[config.mk]
export PLATFORM = sky130hd
export DESIGN_NAME = ctlbus_master
export DESIGN_NICKNAME = d
export VERILOG_FILES = /design/src/rtl/ctlbus_pkg.sv /design/src/rtl/ctlbus_ack_sync.sv /design/src/rtl/ctlbus_seq.sv /design/src/rtl/ctlbus_lanes.sv /design/src/rtl/ctlbus_master.sv
export SDC_FILE = /design/constraint.sdc
export NUM_CORES = 1
export LEC_CHECK = 0
export ABC_AREA = 1
export BUFFER_PORTS_ARGS = -buffer_cell sky130_fd_sc_hd__buf_2
export CAP_MARGIN = 20
export CORE_AREA = 3 3 76 149
export DETAILED_ROUTE_END_ITERATION = 10
export DIE_AREA = 0 0 79 152
export GPL_ROUTABILITY_DRIVEN = 0
export HOLD_SLACK_MARGIN = 0.15
export PLACE_DENSITY = 0.75
export SLEW_MARGIN = 20
export SYNTH_ARGS = -nofsm -noshare
export SYNTH_HDL_FRONTEND = slang
export SYNTH_SLANG_ARGS = --single-unit
[constraint.sdc]
create_clock -name clk -period 4.8 [get_ports clk]
set_input_delay 0.96 -clock clk [delete_from_list [all_inputs] [get_ports clk]]
set_output_delay 0.96 -clock clk [all_outputs]
set_load 0.05 [all_outputs]
[src/rtl/ctlbus_pkg.sv]
package ctlbus_pkg;

  typedef enum logic [1:0] {
    PH_IDLE   = 2'd0,
    PH_SETUP  = 2'd1,
    PH_STROBE = 2'd2,
    PH_HOLD   = 2'd3
  } phase_e;

  // Mode word bits [28:0], most significant field first
  typedef struct packed {
    logic       swap;    // 28
    logic [4:0] setup;   // 27:23
    logic [4:0] hold;    // 22:18
    logic [4:0] width;   // 17:13
    logic       aack;    // 12
    logic       sack;    // 11
    logic [3:0] addr;    // 10:7
    logic [2:0] sel;     // 6:4
    logic       inc;     // 3
    logic       pack;    // 2
    logic [1:0] wcode;   // 1:0
  } mode_t;

  localparam logic [3:0] ADDR_RESERVED = 4'hF;

  function automatic logic [2:0] bytes_of(input mode_t m);
    if (m.pack || (m.wcode == 2'd0)) return 3'd4;
    return {1'b0, m.wcode};
  endfunction

  function automatic logic [1:0] lane_of(input logic [1:0] idx, input logic swap);
    return swap ? idx : (2'd3 - idx);
  endfunction

endpackage

[src/rtl/ctlbus_ack_sync.sv]
module ctlbus_ack_sync #(
  parameter int STAGES = 2
) (
  input  logic clk,
  input  logic rst_n,
  input  logic d,
  output logic q
);
  logic [STAGES-1:0] pipe;

  for (genvar g = 0; g < STAGES; g++) begin : g_stage
    always_ff @(posedge clk or negedge rst_n) begin
      if (!rst_n) pipe[g] <= 1'b0;
      else        pipe[g] <= (g == 0) ? d : pipe[(g == 0) ? 0 : g-1];
    end
  end

  assign q = pipe[STAGES-1];
endmodule

[src/rtl/ctlbus_seq.sv]
module ctlbus_seq
  import ctlbus_pkg::*;
#(
  parameter int TIMEOUT_CYC = 64
) (
  input  logic       clk,
  input  logic       rst_n,
  input  logic       start,
  input  mode_t      mode,
  input  logic       ack_now,
  input  logic       ack_sync,
  output phase_e     phase,
  output logic [1:0] idx,
  output logic       strobe_end,
  output logic       byte_end,
  output logic       timeout
);
  localparam int TW = (TIMEOUT_CYC > 1) ? $clog2(TIMEOUT_CYC) : 1;
  localparam logic [TW-1:0] TMO_LAST = TW'(TIMEOUT_CYC - 1);

  phase_e        phase_d;
  logic [4:0]    cnt_q, cnt_d;
  logic [1:0]    idx_d;
  logic [TW-1:0] tmo_q, tmo_d;
  logic          last_byte;

  assign last_byte = (idx == 2'(bytes_of(mode) - 3'd1));

  always_comb begin
    phase_d    = phase;
    cnt_d      = cnt_q;
    idx_d      = idx;
    tmo_d      = tmo_q;
    strobe_end = 1'b0;
    byte_end   = 1'b0;
    timeout    = 1'b0;
    case (phase)
      PH_IDLE: begin
        if (start) begin
          phase_d = PH_SETUP;
          cnt_d   = 5'd0;
          idx_d   = 2'd0;
        end
      end
      PH_SETUP: begin
        if (cnt_q == mode.setup) begin
          phase_d = PH_STROBE;
          cnt_d   = 5'd0;
          tmo_d   = '0;
        end else begin
          cnt_d = cnt_q + 5'd1;
        end
      end
      PH_STROBE: begin
        cnt_d = cnt_q + 5'd1;
        tmo_d = tmo_q + 1'b1;
        if (mode.sack) begin
          strobe_end = ack_now;
        end else if (mode.aack) begin
          if (ack_sync) begin
            strobe_end = 1'b1;
          end else if (tmo_q == TMO_LAST) begin
            strobe_end = 1'b1;
            timeout    = 1'b1;
          end
        end else begin
          strobe_end = (cnt_q == mode.width);
        end
        if (strobe_end) begin
          phase_d = PH_HOLD;
          cnt_d   = 5'd0;
        end
      end
      default: begin
        if (cnt_q == mode.hold) begin
          byte_end = 1'b1;
          cnt_d    = 5'd0;
          if (last_byte) begin
            phase_d = PH_IDLE;
          end else begin
            phase_d = PH_SETUP;
            idx_d   = idx + 2'd1;
          end
        end else begin
          cnt_d = cnt_q + 5'd1;
        end
      end
    endcase
  end

  always_ff @(posedge clk or negedge rst_n) begin
    if (!rst_n) begin
      phase <= PH_IDLE;
      cnt_q <= 5'd0;
      idx   <= 2'd0;
      tmo_q <= '0;
    end else begin
      phase <= phase_d;
      cnt_q <= cnt_d;
      idx   <= idx_d;
      tmo_q <= tmo_d;
    end
  end
endmodule

[src/rtl/ctlbus_lanes.sv]
module ctlbus_lanes
  import ctlbus_pkg::*;
(
  input  logic        clk,
  input  logic        rst_n,
  input  logic        load_wr,
  input  logic        clear_rd,
  input  logic [31:0] wdata,
  input  logic [1:0]  idx,
  input  logic        swap,
  input  logic        capture,
  input  logic [7:0]  din,
  output logic [7:0]  tx_byte,
  output logic [31:0] rdata
);
  logic [31:0]      wdata_q;
  logic [3:0][7:0]  rd_q;
  logic [1:0]       lane;

  assign lane    = lane_of(idx, swap);
  assign tx_byte = wdata_q[{lane, 3'b000} +: 8];
  assign rdata   = rd_q;

  always_ff @(posedge clk or negedge rst_n) begin
    if (!rst_n)       wdata_q <= 32'd0;
    else if (load_wr) wdata_q <= wdata;
  end

  for (genvar g = 0; g < 4; g++) begin : g_lane
    always_ff @(posedge clk or negedge rst_n) begin
      if (!rst_n)                              rd_q[g] <= 8'd0;
      else if (clear_rd)                       rd_q[g] <= 8'd0;
      else if (capture && (lane == 2'(g)))     rd_q[g] <= din;
    end
  end
endmodule

[src/rtl/ctlbus_master.sv]
module ctlbus_master
  import ctlbus_pkg::*;
#(
  parameter int TIMEOUT_CYC = 64,
  parameter int SYNC_STAGES = 2
) (
  input  logic        clk,
  input  logic        rst_n,
  input  logic        mode_wr,
  input  logic [31:0] mode_wdata,
  input  logic        data_wr,
  input  logic [31:0] data_wdata,
  input  logic        data_rd,
  output logic [31:0] data_rdata,
  output logic        busy,
  output logic        ack_err,
  output logic [3:0]  bus_addr,
  output logic [2:0]  bus_sel,
  output logic        bus_cs,
  output logic        bus_rnw,
  output logic [7:0]  bus_dout,
  output logic        bus_doe,
  input  logic [7:0]  bus_din,
  input  logic        bus_ack
);
  logic [1:0] rst_pipe;
  logic       rst_l;
  mode_t      mode_q;
  logic [2:0] sel_q;
  logic       rnw_q, err_q;
  logic       go, go_wr, go_rd;
  phase_e     phase;
  logic [1:0] idx;
  logic       strobe_end, byte_end, timeout, ack_s;
  logic [7:0] tx_byte;

  // reset: asserted asynchronously, released on the clock
  always_ff @(posedge clk or negedge rst_n) begin
    if (!rst_n) rst_pipe <= 2'b00;
    else        rst_pipe <= {rst_pipe[0], 1'b1};
  end
  assign rst_l = rst_pipe[1];

  assign busy  = (phase != PH_IDLE);
  assign go    = (data_wr || data_rd) && !busy && (mode_q.addr != ADDR_RESERVED);
  assign go_wr = go && data_wr;
  assign go_rd = go && !data_wr;

  always_ff @(posedge clk or negedge rst_l) begin
    if (!rst_l) begin
      mode_q <= '0;
      sel_q  <= 3'd0;
      rnw_q  <= 1'b1;
      err_q  <= 1'b0;
    end else begin
      if (mode_wr && !busy) begin
        mode_q <= mode_t'(mode_wdata[28:0]);
        sel_q  <= mode_wdata[6:4];
      end else if (byte_end && mode_q.inc) begin
        sel_q  <= sel_q + 3'd1;
      end
      if (go)           rnw_q <= !data_wr;
      if (go)           err_q <= 1'b0;
      else if (timeout) err_q <= 1'b1;
    end
  end

  ctlbus_ack_sync #(.STAGES(SYNC_STAGES)) u_ack_sync (
    .clk   (clk),
    .rst_n (rst_l),
    .d     (bus_ack),
    .q     (ack_s)
  );

  ctlbus_seq #(.TIMEOUT_CYC(TIMEOUT_CYC)) u_seq (
    .clk        (clk),
    .rst_n      (rst_l),
    .start      (go),
    .mode       (mode_q),
    .ack_now    (bus_ack),
    .ack_sync   (ack_s),
    .phase      (phase),
    .idx        (idx),
    .strobe_end (strobe_end),
    .byte_end   (byte_end),
    .timeout    (timeout)
  );

  ctlbus_lanes u_lanes (
    .clk      (clk),
    .rst_n    (rst_l),
    .load_wr  (go_wr),
    .clear_rd (go_rd),
    .wdata    (data_wdata),
    .idx      (idx),
    .swap     (mode_q.swap),
    .capture  (strobe_end && rnw_q),
    .din      (bus_din),
    .tx_byte  (tx_byte),
    .rdata    (data_rdata)
  );

  assign ack_err  = err_q;
  assign bus_addr = mode_q.addr;
  assign bus_sel  = sel_q;
  assign bus_cs   = (phase == PH_STROBE);
  assign bus_rnw  = rnw_q;
  assign bus_doe  = busy && !rnw_q;
  assign bus_dout = bus_doe ? tx_byte : 8'd0;
endmodule

# After elaboration in Yosys (flattened, before gate mapping)
# Cells that the tools add are included.
# W data, S select, Z words.
word_totals:
  ff_bits: 114
  in_bits: 78
  output_inout_bits: 52
  wordCells: 129
op_classes:
  shifts: 1
  n_reduce_logical: 35
  n_addsub: 6
  n_mux: 46
  bitwise: 1
  eq_ne: 15
ops:
  columns: ["op", "count"]
  rows:
  - ["$mux W8", 9]
  - ["$shiftx A32 B6 Y8", 1]
  - ["$mux W2", 10]
  - ["$mux W5", 4]
  - ["$reduce_bool A2 Y1", 9]
  - ["$mux W1", 16]
  - ["$eq A5 B5 Y1", 3]
  - ["$pmux W5 S3", 1]
  - ["$logic_and A1 B1 Y1", 12]
  - ["$pmux W6 S2", 1]
  - ["$reduce_and A4 Y1", 2]
  - ["$add A6 B1 Y6 const B", 1]
  - ["$eq A2 B2 Y1 const B", 3]
  - ["$eq A6 B6 Y1 const B", 1]
  - ["$logic_not A2 Y1", 3]
  - ["$mux W3", 2]
  - ["$mux W6", 1]
  - ["$pmux W2 S3", 1]
  - ["$add A5 B1 Y5 const B", 1]
  - ["$eq A2 B1 Y1 const B", 2]
  - ["$ne A2 B1 Y1 const B", 2]
  - ["$ne A2 B2 Y1 const B", 2]
  - ["$ne A4 B4 Y1 const B", 1]
  - ["$pmux W2 S2", 1]
  - ["other kinds (12)", 15]

# Longest topological paths before layout
# Gate-level depths: netlist of the first run.
depth:
  word_depth: 11
  mapped_depth: 12
  mapped_depth_nobuf: 11

# By module
# A second synthesis of the first run with hierarchy kept.
unflattened:
  cells_unflattened: 779
  hier_area_um2: 6119.6
by_module_without_submodules:
  columns: ["module", "seq_area_each_um2", "n_inst", "cells_per_inst", "area_each_um2"]
  rows:
  - ["ctlbus_lanes", 1601.5, 1, 373, 3075.4]
  - ["ctlbus_master", 902.1, 1, 196, 1612.8]
  - ["ctlbus_seq", 375.4, 1, 208, 1381.3]
  - ["ctlbus_ack_sync", 50.0, 1, 2, 50.0]

# Least setup slack after synthesis of the first run
# No wires, ideal clock.
synth_timing:
  path_type: "register to output"
  startpoint: "register u_seq.phase[0]"
  endpoint: "output port bus_dout[0]"
  n_path_buf: 0
  t_required_ps: 3840
  t_arrival_ps: 2458
  path_slack_ps: 1382
  path_stages_with_launch: 6
  path_cell_list: "dfrtp_1 inv_1 ha_1 nor2_1 inv_1 a21oi_1"
synth_via:
  elab_chain_cells: 3
synth_rtl:
  columns: ["item", "line_no", "text"]
  rows:
  - ["from (decl)", "ctlbus_seq.sv:12", "output phase_e phase,"]
  - ["from (signal assigned)", "ctlbus_seq.sv:98", "phase <= phase_d;"]
  - ["$reduce_bool A2 Y1", "ctlbus_master.sv:44", "assign busy = (phase != PH_IDLE);"]
  - ["$logic_and A1 B1 Y1", "ctlbus_master.sv:108", "assign bus_doe = busy && !rnw_q;"]
  - ["named net bus_doe", "ctlbus_master.sv:22", "output logic bus_doe,"]
  - ["$mux W8", "ctlbus_master.sv:109", "assign bus_dout = bus_doe ? tx_byte : 8'd0;"]
  - ["to (decl)", "ctlbus_master.sv:21", "output logic [7:0] bus_dout,"]
# The timed path passes the listed nets, and every way through them passes these cells.

# Worst setup path after layout of the first run
layout_timing:
  startpoint: "register u_seq.idx[0]"
  endpoint: "output port bus_dout[3]"
layout_via:
  elab_chain_cells: 4
layout_rtl:
  columns: ["item", "line_no", "text"]
  rows:
  - ["from (decl)", "ctlbus_seq.sv:13", "output logic [1:0] idx,"]
  - ["from (signal assigned)", "ctlbus_seq.sv:100", "idx <= idx_d;"]
  - ["$sub A2 B2 Y2", "ctlbus_pkg.sv:33", "return swap ? idx : (2'd3 - idx);"]
  - ["$mux W2 (*)", "ctlbus_pkg.sv:33", null]
  - ["$shiftx A32 B6 Y8 (*)", "ctlbus_lanes.sv:21", "assign tx_byte = wdata_q[{lane, 3'b000} +: 8];"]
  - ["$mux W8 (*)", "ctlbus_master.sv:109", null]
# Every way passes the cells marked *; elsewhere a longest branch is shown, timed or not.

==> results.tsv, run 1 <==
stage	metric	value	unit
placed_design	hpwlAfterDp	9540	um
global_routing	first_global_vias	4599	
power	leakage	3.54	nW
placed_design	dpl_cell_area	6150	um^2
route	firstDrtPassIters	5	
floorplanning	io_pins	130	
timing	clock_skew	7.11	ps
critical_path	path_cells	inv_1, nand2_1, nand2_2, inv_1, nor2_2, a22oi_1, a21oi_1, buf_2	
yosys	synth_edf_count	0	
critical_path	setup.worst_path.start	u_seq.idx[0]$_DFFE_PN0P_	
yosys	yosys_warnings	0	
yosys	synth_area_per_cell	9.06	um^2
clock_network	clockBufferDepth	2	
yosys	seq_area_frac_synth	52.4	%
global_routing	use_met1	25.4	%
finish	num_antenna_cells	0	
global_routing	grt_busiest_layer	met2	
clock_network	cts_buffers	17	
floorplanning	rows	52	
yosys	synth_top_area_share	51.9	%
critical_path	reg2regPathDepth	7	
floorplanning	die_h	152	um
route	drc	0	
finish	nNetsFinal	812	
global_routing	track_usage	22.7	%
run	maxCapViolations	0	
critical_path	crit_slowest_cell	nor2_2	
timing	rsz0062_at_grt	no	
route	ant_nets	0	
clock_network	path_clk_slew	60	ps
yosys	synth_area_leader_cell	dfrtp_1	
critical_path	worstPathRequired	3840	ps
global_routing	grt_use_met2	40.2	%
clock_network	post_cts_buffers	0	
placed_design	placed_cells	843	
finish	final_cell_mix	nand2_1 (211), buf_2 (126), dfrtp_1 (112)	
clock_network	post_cts_resized	0	
yosys	synth_fp_nets	687	
critical_path	reg2reg_to	bus_sel[2]$_DFFE_PN0P_	
clock_network	htreeDepth	4	
yosys	synthFlopType	dfrtp_1	
yosys	syn_inst	602	
finish	post-route-util	65.3	%
critical_path	worst_setup_path_start_kind	flip-flop	
timing	slew_violations	0	
yosys	yosys-top-cells-area	dfrtp_1 (52%), nand2_1 (15%), mux2_2 (6.6%)	
clock_network	cts_tree	built	
critical_path	arrival	2320	ps
critical_path	cpPeakStageDelay	440	ps
run_status	status	finished, final reports clean	
global_routing	antenna_found_initial	0	
route	route.vias.total	4584	
yosys	synth_xor_area_share	2.39	%
finish	stdcell_count	875	
critical_path	path_buf_inv	3	
floorplanning	coreArea	10300	um^2
finish	syn_to_final_growth	23.1	%
clock_network	cts_hold_buf	0	
finish	drive_gt1_share	29.5	%
timing	max_freq	305	MHz
clock_network	clock_latency	410	ps
route	wirelength	13200	um
critical_path	path_common_cell	inv_1	
timing	worst_slew_pin_slew	898	ps
timing	period_share	68.4	%
yosys	synth_top_family_by_area	simple AND/OR/NAND/NOR gates	
worst_hold_path	hp-class	primary input to async pin	
global_routing	gr-total-overflow	0	
finish	finalInstanceArea	6710	um^2
critical_path	endpoint_kind	output port	
floorplanning	dieArea	12000	um^2
yosys	yosys.area_share.simple	25.7	%
critical_path	r2r_start	u_seq.phase[0]$_DFFE_PN0P_	
yosys	synth_seq_cells	114	
placed_design	portBuffers	126	
timing	setup_tns	0	ps
route	via_per_inst	5.24	
global_routing	grt_max_degree	60	
yosys	async_flop_share	100	%
timing	hold_viol_final	0	
clock_network	cts.sink_count	114	
clock_network	cts-root-buf	clkbuf_16	
yosys	synth_cell_types	34	
critical_path	reg2reg_setup_slack	2540	ps
timing	finalSetupViolCount	0	
yosys	synth_compound_area_share	5.62	%
power	ir_worst_vdd	0.000456	V
yosys	synthMuxAreaShare	6.79	%
yosys	synthAdderAreaFrac	1.61	%
critical_path	crit_fanout	9	
critical_path	crit_family	simple AND/OR/NAND/NOR gates	
yosys	synth_area	5450	um^2
finish	final_common_cell	nand2_1	
floorplanning	fp.dieW	79	um
critical_path	critical_path_class	flip-flop to output port	
route	drt-initial-drc-count	261	
timing	slew_headroom	40.1	%
floorplanning	start_util	53.0	%
route	routedWlPerCell	15.0	um
global_routing	grtUsageMet3	6.34	%
power	power_density	790	nW/um^2
global_routing	grt_pass1_wl	21700	um
timing	layout_min_cycle_time	3280	ps
-- report_power, final --
group | switching [mW] | leakage, nW | internal (mW) | total [mW]
registers | 0.273 | 1.41 | 1.38 | 1.65
logic | 1.75 | 1.87 | 0.726 | 2.48
clock network | 0.454 | 0.265 | 0.722 | 1.18
-- final cells by class --
| type | instances | area, um^2 |
|---|---|---|
| clock buffer | 19 | 443 |
| clock inverter | 13 | 115 |
| fill | 882 | 3570 |
| inverter | 47 | 176 |
| multi-input combinational | 418 | 2300 |
| sequential | 114 | 2860 |
| tap | 135 | 169 |
| timing repair buffer | 129 | 653 |
-- worst max path at each step --
stage | end | slack, ps | cells after the start
6_report | bus_dout[3] | 1520 | 8
2_1_floorplan | bus_dout[0] | 1380 | 5
3_3_place_gp | bus_dout[3] | 1960 | 8
3_5_place_dp | bus_dout[3] | 1930 | 8
5_1_grt | bus_dout[7] | 1320 | 8
4_1_cts | bus_dout[3] | 1490 | 8
-- metrics by stage --
| step | total power, mW | setup slack (ps) | hold slack [ps] |
|---|---|---|---|
| final | 5.31 | 1520 | 320 |
| after global routing | 5.64 | 1320 | 305 |
| after CTS | 5.34 | 1490 | 306 |
| after detailed placement | 4.14 | 1930 | 345 |
| after global placement | 4.05 | 1960 | 337 |
| after floorplan | 3.57 | 1380 | 331 |
-- flip-flops by register name, indices dropped and copies added, names as in the netlist, 3 cells and up --
register and cells:
bus_sel 3, u_seq.cnt_q 5, u_lanes.wdata_q 32, u_seq.tmo_q 6, bus_addr 4, u_lanes.rdata 32, mode_q 22
-- synthesized netlist by cell type (2+ instances only) --
master    number
mux2_2        32
nor2_4         2
nand3_2        2
a21oi_1       12
nand3_1       48
nand2_1      211
dfrtp_1      113
ha_1           7
clkbuf_1       6
nand2_4        3
nor3_1         2
nand4_1        9
inv_1         45
o21ai_0       21
nand4_4        4
nor2_1        19
buf_2         11
or2_2          6
nand2_2        2
a22oi_1       16
buf_4          6
nor2_2         2
xnor2_1        7
xor2_1         6
-- cell families (layout without fill, tap and decap cells) --
kind of cell / after synthesis / after routing
fa+ha+maj: 7 / 7
mux: 33 / 33
other cells: 1 / 1
flops: 114 / 114
buf+inv: 70 / 208
xor+xnor: 14 / 14
simple gates: 311 / 311
compound gates: 52 / 52
-- routing by layer --
metal  share of wire, %  wire (um)
met1                 38       5000
met2                 54       7170
met3                4.9        650
met4                2.6        338
met5                  0          0
No activity file was read; power rests on OpenSTA's default activity.
==> run 2: changes to the inputs <==
==> constraint.sdc (replaced) <==
create_clock -name clk -period 3.3 [get_ports clk]
set_input_delay 0.66 -clock clk [delete_from_list [all_inputs] [get_ports clk]]
set_output_delay 0.66 -clock clk [all_outputs]
set_load 0.05 [all_outputs]
==> run 2 against run 1 <==
Effect of this change:
- register-to-register slack lost 1400 ps
- worst setup slack got worse by 1300 ps
- critical path depth stayed put
- clock power grew 48%
- highest routed layer unchanged
- critical endpoint is now bus_dout[4]
==> results.tsv, run 2 (synthesis gave the netlist of run 1 again) <==
stage	metric	value	unit
timing	clock_skew	14.7	ps
timing	slew_headroom	50.8	%
finish	fill_cells	882	
clock_network	cts-root-buf	clkbuf_16	
placed_design	hpwlAfterDp	9730	um
power	leakage	3.58	nW
power	netSwitchingFraction	46.2	%
timing	setup_tns	0	ps
critical_path	setup.worst_path.start	u_seq.idx[0]$_DFFE_PN0P_	
clock_network	cts_tree	built	
route	routedWlPerCell	15.3	um
route	drt-initial-drc-count	190	
finish	final_cell_mix	nand2_1 (211), buf_2 (126), dfrtp_1 (112)	
route	route.vias.total	4567	
critical_path	reg2reg_setup_slack	1140	ps
clock_network	clockBufferDepth	2	
power	ir_worst_vdd	0.000679	V
clock_network	cts.sink_count	114	
run_status	status	finished, final reports clean	
global_routing	gr-total-overflow	0	
timing	period_share	92.8	%
critical_path	path_buf_inv	3	
route	firstDrtPassIters	4	
global_routing	track_usage	23.4	%
power	p_total	7.82	mW
floorplanning	fp.dieW	79	um
finish	post-route-util	65.9	%
critical_path	crit_fanout	9	
run	maxCapViolations	0	
critical_path	crit_family	simple AND/OR/NAND/NOR gates	
route	wirelength	13500	um
finish	nNetsFinal	816	
power	p_comb_share	46.7	%
clock_network	post_cts_resized	0	
global_routing	first_global_vias	4762	
clock_network	htreeDepth	4	
finish	drive_gt1_share	29.7	%
critical_path	path_cells	inv_1, nand2_1, nand2_2, inv_1, nor2_2, a22oi_1, a21oi_1, buf_2	
power	clkPwrFrac	22.4	%
clock_network	cts_hold_buf	1	
critical_path	reg2regPathDepth	6	
finish	stdcell_count	879	
finish	finalInstanceArea	6780	um^2
timing	hold_viol_final	0	
clock_network	path_clk_slew	60	ps
critical_path	worstPathRequired	2640	ps
route	via_per_inst	5.20	
critical_path	arrival	2400	ps
power	power.internal	4.21	mW
critical_path	critical_path_class	flip-flop to output port	
finish	final_common_cell	nand2_1	
timing	finalSetupViolCount	0	
floorplanning	dieArea	12000	um^2
global_routing	antenna_found_initial	0	
critical_path	r2r_start	u_seq.phase[0]$_DFFE_PN0P_	
timing	max_freq	326	MHz
clock_network	clock_latency	410	ps
critical_path	crit_slowest_cell	nor2_2	
global_routing	grt_max_degree	67	
global_routing	grt_pass1_wl	22100	um
clock_network	cts_buffers	17	
critical_path	path_common_cell	inv_1	
critical_path	crit_path_end	bus_dout[4]	
finish	num_antenna_cells	0	
power	power.switching	3.61	mW
finish	syn_to_final_growth	24.3	%
timing	rsz0062_at_grt	no	
floorplanning	coreArea	10300	um^2
route	ant_nets	0	
floorplanning	io_pins	130	
timing	worst_slew_pin_slew	739	ps
power	seqPwrFrac	30.9	%
power	power_density	1150	nW/um^2
floorplanning	rows	52	
placed_design	pre_cts_slack	663	ps
timing	whs	345	ps
critical_path	worst_setup_path_start_kind	flip-flop	
timing	layout_min_cycle_time	3060	ps
floorplanning	die_h	152	um
worst_hold_path	hp-class	flip-flop to async pin	
critical_path	cpPeakStageDelay	480	ps
placed_design	portBuffers	126	
timing	setup_slack	237	ps
floorplanning	start_util	53.0	%
clock_network	post_cts_buffers	0	
placed_design	placed_cells	846	
critical_path	endpoint_kind	output port	
timing	slew_violations	0	
critical_path	reg2reg_to	bus_sel[1]$_DFFE_PN0P_	
placed_design	dpl_cell_area	6190	um^2
route	drc	0	
critical_path	cp_num_cells	8	
==> run 2: cell count changes in the layout (fill, tap and decap cells not counted) <==
cell           change
buf_4              +2
buf_12             +1
clkinv_4           -4
dlygate4sd3_1      +1
clkbuf_8           +4
==> run 2: layout make-up <==
type / instances / area [um^2] / area share [%]
clock buffer: 23 / 498 / 7.35
clock inverter: 9 / 80.1 / 1.18
inverter: 47 / 176 / 2.60
multi-input combinational: 418 / 2300 / 33.9
sequential: 114 / 2860 / 42.2
tap: 135 / 169 / 2.49
timing repair buffer: 133 / 698 / 10.3
==> run 2: per-layer routing <==
metal	wire length [um]	global-route usage, %	vias to the layer above
met4	342	11.1	0
met2	7590	43.0	127
met3	553	4.74	25
met5	0	0	-
met1	4990	24.7	2205
li1	-	-	2210
==> run 2: power by group through the flow <==
| stage | Combinational (mW) | Sequential, mW | Clock, mW |
|---|---|---|---|
| floorplan | 2.20 | 2.99 | 0 |
| global placement | 3.54 | 2.38 | 0 |
| detailed placement | 3.65 | 2.42 | 0 |
| CTS | 3.68 | 2.41 | 1.78 |
| global route | 3.95 | 2.48 | 1.84 |
| finish | 3.65 | 2.41 | 1.75 |
==> run 2: worst min path at each step <==
stage / end / slack (ps) / cells past startpoint / from
after floorplan: rst_pipe[1]$_DFF_PN0_ / 330 / 0 / rst_pipe[0]$_DFF_PN0_
after global placement: u_ack_sync.q$_DFF_PN0_ / 340 / 0 / u_ack_sync.pipe[0]$_DFF_PN0_
after detailed placement: u_ack_sync.q$_DFF_PN0_ / 340 / 0 / u_ack_sync.pipe[0]$_DFF_PN0_
after CTS: u_ack_sync.q$_DFF_PN0_ / 350 / 0 / u_ack_sync.pipe[0]$_DFF_PN0_
after global routing: u_ack_sync.q$_DFF_PN0_ / 370 / 0 / u_ack_sync.pipe[0]$_DFF_PN0_
final: u_lanes.rdata[21]$_DFFE_PN0P_ / 350 / 0 / rst_pipe[1]$_DFF_PN0_
==> run 3: changes to the inputs <==
--- a/config.mk
+++ b/config.mk
@@ -8,13 +8,14 @@
 export ABC_AREA = 1
 export BUFFER_PORTS_ARGS = -buffer_cell sky130_fd_sc_hd__buf_2
 export CAP_MARGIN = 20
-export CORE_AREA = 3 3 76 149
+export CORE_AREA = 3 3 83 163
 export DETAILED_ROUTE_END_ITERATION = 10
-export DIE_AREA = 0 0 79 152
+export DIE_AREA = 0 0 86 166
 export GPL_ROUTABILITY_DRIVEN = 0
 export HOLD_SLACK_MARGIN = 0.15
-export PLACE_DENSITY = 0.75
+export PLACE_DENSITY = 0.72
 export SLEW_MARGIN = 20
 export SYNTH_ARGS = -nofsm -noshare
 export SYNTH_HDL_FRONTEND = slang
+export SYNTH_HIERARCHICAL = 1
 export SYNTH_SLANG_ARGS = --single-unit
==> constraint.sdc (replaced) <==
create_clock -name clk -period 2.74 [get_ports clk]
set_input_delay 0.548 -clock clk [delete_from_list [all_inputs] [get_ports clk]]
set_output_delay 0.548 -clock clk [all_outputs]
set_load 0.05 [all_outputs]
==> run 3 against run 2 <==
Effect of this change:
- routed wire length increased by 7.3%
- combinational power grew 13%
- non-clock buffer count up 2
- worst setup slack got worse by 120 ps
- via count increased by 14%
- critical endpoint is now bus_dout[2]
- highest routed layer unchanged
==> results.tsv, run 3 <==
stage	metric	value	unit
run_status	status	finished, final reports clean	
finish	stdcell_count	1044	
worst_hold_path	whs_path_depth	1	
critical_path	crit_fanout	34	
route	drc	0	
finish	num_antenna_cells	0	
critical_path	worst_setup_path_start_kind	flip-flop	
floorplanning	start_util	48.8	%
timing	period_share	95.6	%
yosys	synth_fp_nets	855	
worst_hold_path	hold-path-endpoint	u_ack_sync/pipe[0]$_DFF_PN0_	
clock_network	cts_tree	built	
global_routing	grt_pass1_wl	23900	um
floorplanning	fp.dieW	86	um
critical_path	r2r_start	u_seq/tmo_q[1]$_DFFE_PN0P_	
finish	drive_gt1_share	22.9	%
critical_path	path_cells	inv_1, nand2_1, nand2_8, nand2_1, nand3_1, nand2_1, inv_1, nor2_1, buf_2	
clock_network	cts-root-buf	clkbuf_16	
finish	post-route-util	58.8	%
route	firstDrtPassIters	5	
floorplanning	dieArea	14300	um^2
clock_network	clock_latency	410	ps
critical_path	arrival	2070	ps
critical_path	reg2regPathDepth	12	
worst_hold_path	hp-start	bus_ack	
power	power_density	1250	nW/um^2
yosys	synth_area	6020	um^2
global_routing	antenna_found_initial	0	
finish	nNetsFinal	969	
clock_network	clockBufferDepth	2	
timing	worst_slew_pin_slew	665	ps
floorplanning	die_h	166	um
clock_network	cts_buffers	17	
route	routedWlPerCell	13.9	um
yosys	yosys_warnings	6	
timing	clock_skew	8.91	ps
placed_design	placed_cells	1011	
placed_design	hpwlAfterDp	10500	um
critical_path	path_common_cell	nand2_1	
clock_network	htreeDepth	4	
route	ant_nets	0	
route	via_per_inst	5.00	
placed_design	portBuffers	126	
route	wirelength	14500	um
yosys	synth_area_per_cell	7.82	um^2
clock_network	post_cts_buffers	0	
floorplanning	rows	57	
timing	max_freq	382	MHz
finish	final_cell_mix	nand2_1 (283), buf_2 (125), dfrtp_1 (112)	
power	leakage	4.08	nW
global_routing	gr-total-overflow	0	
timing	finalSetupViolCount	0	
timing	slew_violations	0	
power	ir_worst_vdd	0.000898	V
yosys	syn_inst	770	
critical_path	cpPeakStageDelay	460	ps
finish	syn_to_final_growth	20.5	%
timing	layout_min_cycle_time	2620	ps
critical_path	reg2reg_setup_slack	580	ps
worst_hold_path	hp-class	primary input to flip-flop	
critical_path	critical_path_class	flip-flop to output port	
floorplanning	coreArea	12300	um^2
run	maxCapViolations	0	
global_routing	grt_max_degree	72	
global_routing	track_usage	21.0	%
clock_network	cts.sink_count	114	
critical_path	crit_slowest_cell	dfrtp_1	
critical_path	endpoint_kind	output port	
route	drt-initial-drc-count	233	
timing	hold_viol_final	0	
finish	final_common_cell	nand2_1	
clock_network	path_clk_slew	50	ps
global_routing	first_global_vias	5051	
floorplanning	io_pins	130	
critical_path	worstPathRequired	2190	ps
route	route.vias.total	5219	
critical_path	reg2reg_to	u_lanes/rdata[27]$_DFFE_PN0P_	
timing	slew_headroom	55.5	%
## run 3: worst max-delay path by stage
stage | start | end
global placement | u_seq/idx[0]$_DFFE_PN0P_ | bus_dout[2]
floorplan | u_seq/phase[1]$_DFFE_PN0P_ | bus_dout[0]
CTS | u_seq/idx[0]$_DFFE_PN0P_ | bus_dout[2]
global route | u_seq/idx[0]$_DFFE_PN0P_ | bus_dout[1]
finish | u_seq/idx[0]$_DFFE_PN0P_ | bus_dout[2]
detailed placement | u_seq/idx[0]$_DFFE_PN0P_ | bus_dout[2]
## run 3: power breakdown
part | internal (mW) | switching (mW)
Clock | 1.52 | 0.779
Combinational | 1.15 | 2.98
Sequential | 2.26 | 0.393
Total | 4.93 | 4.16
## run 3: layout make-up
class / count / area, um^2
tap: 147 / 184
inverter: 96 / 360
clock inverter: 13 / 184
sequential: 114 / 2860
timing repair buffer: 135 / 716
multi-input combinational: 520 / 2520
clock buffer: 19 / 433
fill: 1171 / 5080
## run 3: repair_timing
action                                 in CTS  in global routing
hold buffers                                1                  0
endpoints found under the hold margin       2                  0
setup endpoints to repair                   0                  7
gates resized for setup                     0                  3
## run 3: per-layer routing
layer / up-vias / global-route usage [%] / part of all wire, %
met1: 2375 / 23.4 / 37
met5: - / 0 / 0
met2: 178 / 36.7 / 54
li1: 2631 / - / -
met3: 35 / 4.62 / 5.2
met4: 0 / 10.1 / 3.4
## run 3: through the flow
| stage | hold WS, ps | total power, mW | setup WS (ps) | instance area, um^2 | setup TNS, ps |
|---|---|---|---|---|---|
| detailed placement | 336 | 6.77 | 542 | 6610 | 0 |
| finish | 276 | 9.09 | 119 | 7260 | 0 |
| global route | 254 | 9.74 | -5.52 | 7260 | -10.8 |
| global placement | 333 | 6.69 | 554 | 6610 | 0 |
| floorplan | 252 | 6.07 | 15.8 | 6020 | 0 |
| CTS | 258 | 9.12 | 99.4 | 7240 | 0 |
## run 3: worst max-delay path: cells and delay by family (launching register included)
| kind | cells | cell delay (ps) |
|---|---|---|
| AND/OR/NAND/NOR | 6 | 780 |
| buffers and inverters | 3 | 430 |
| flip-flops | 1 | 460 |
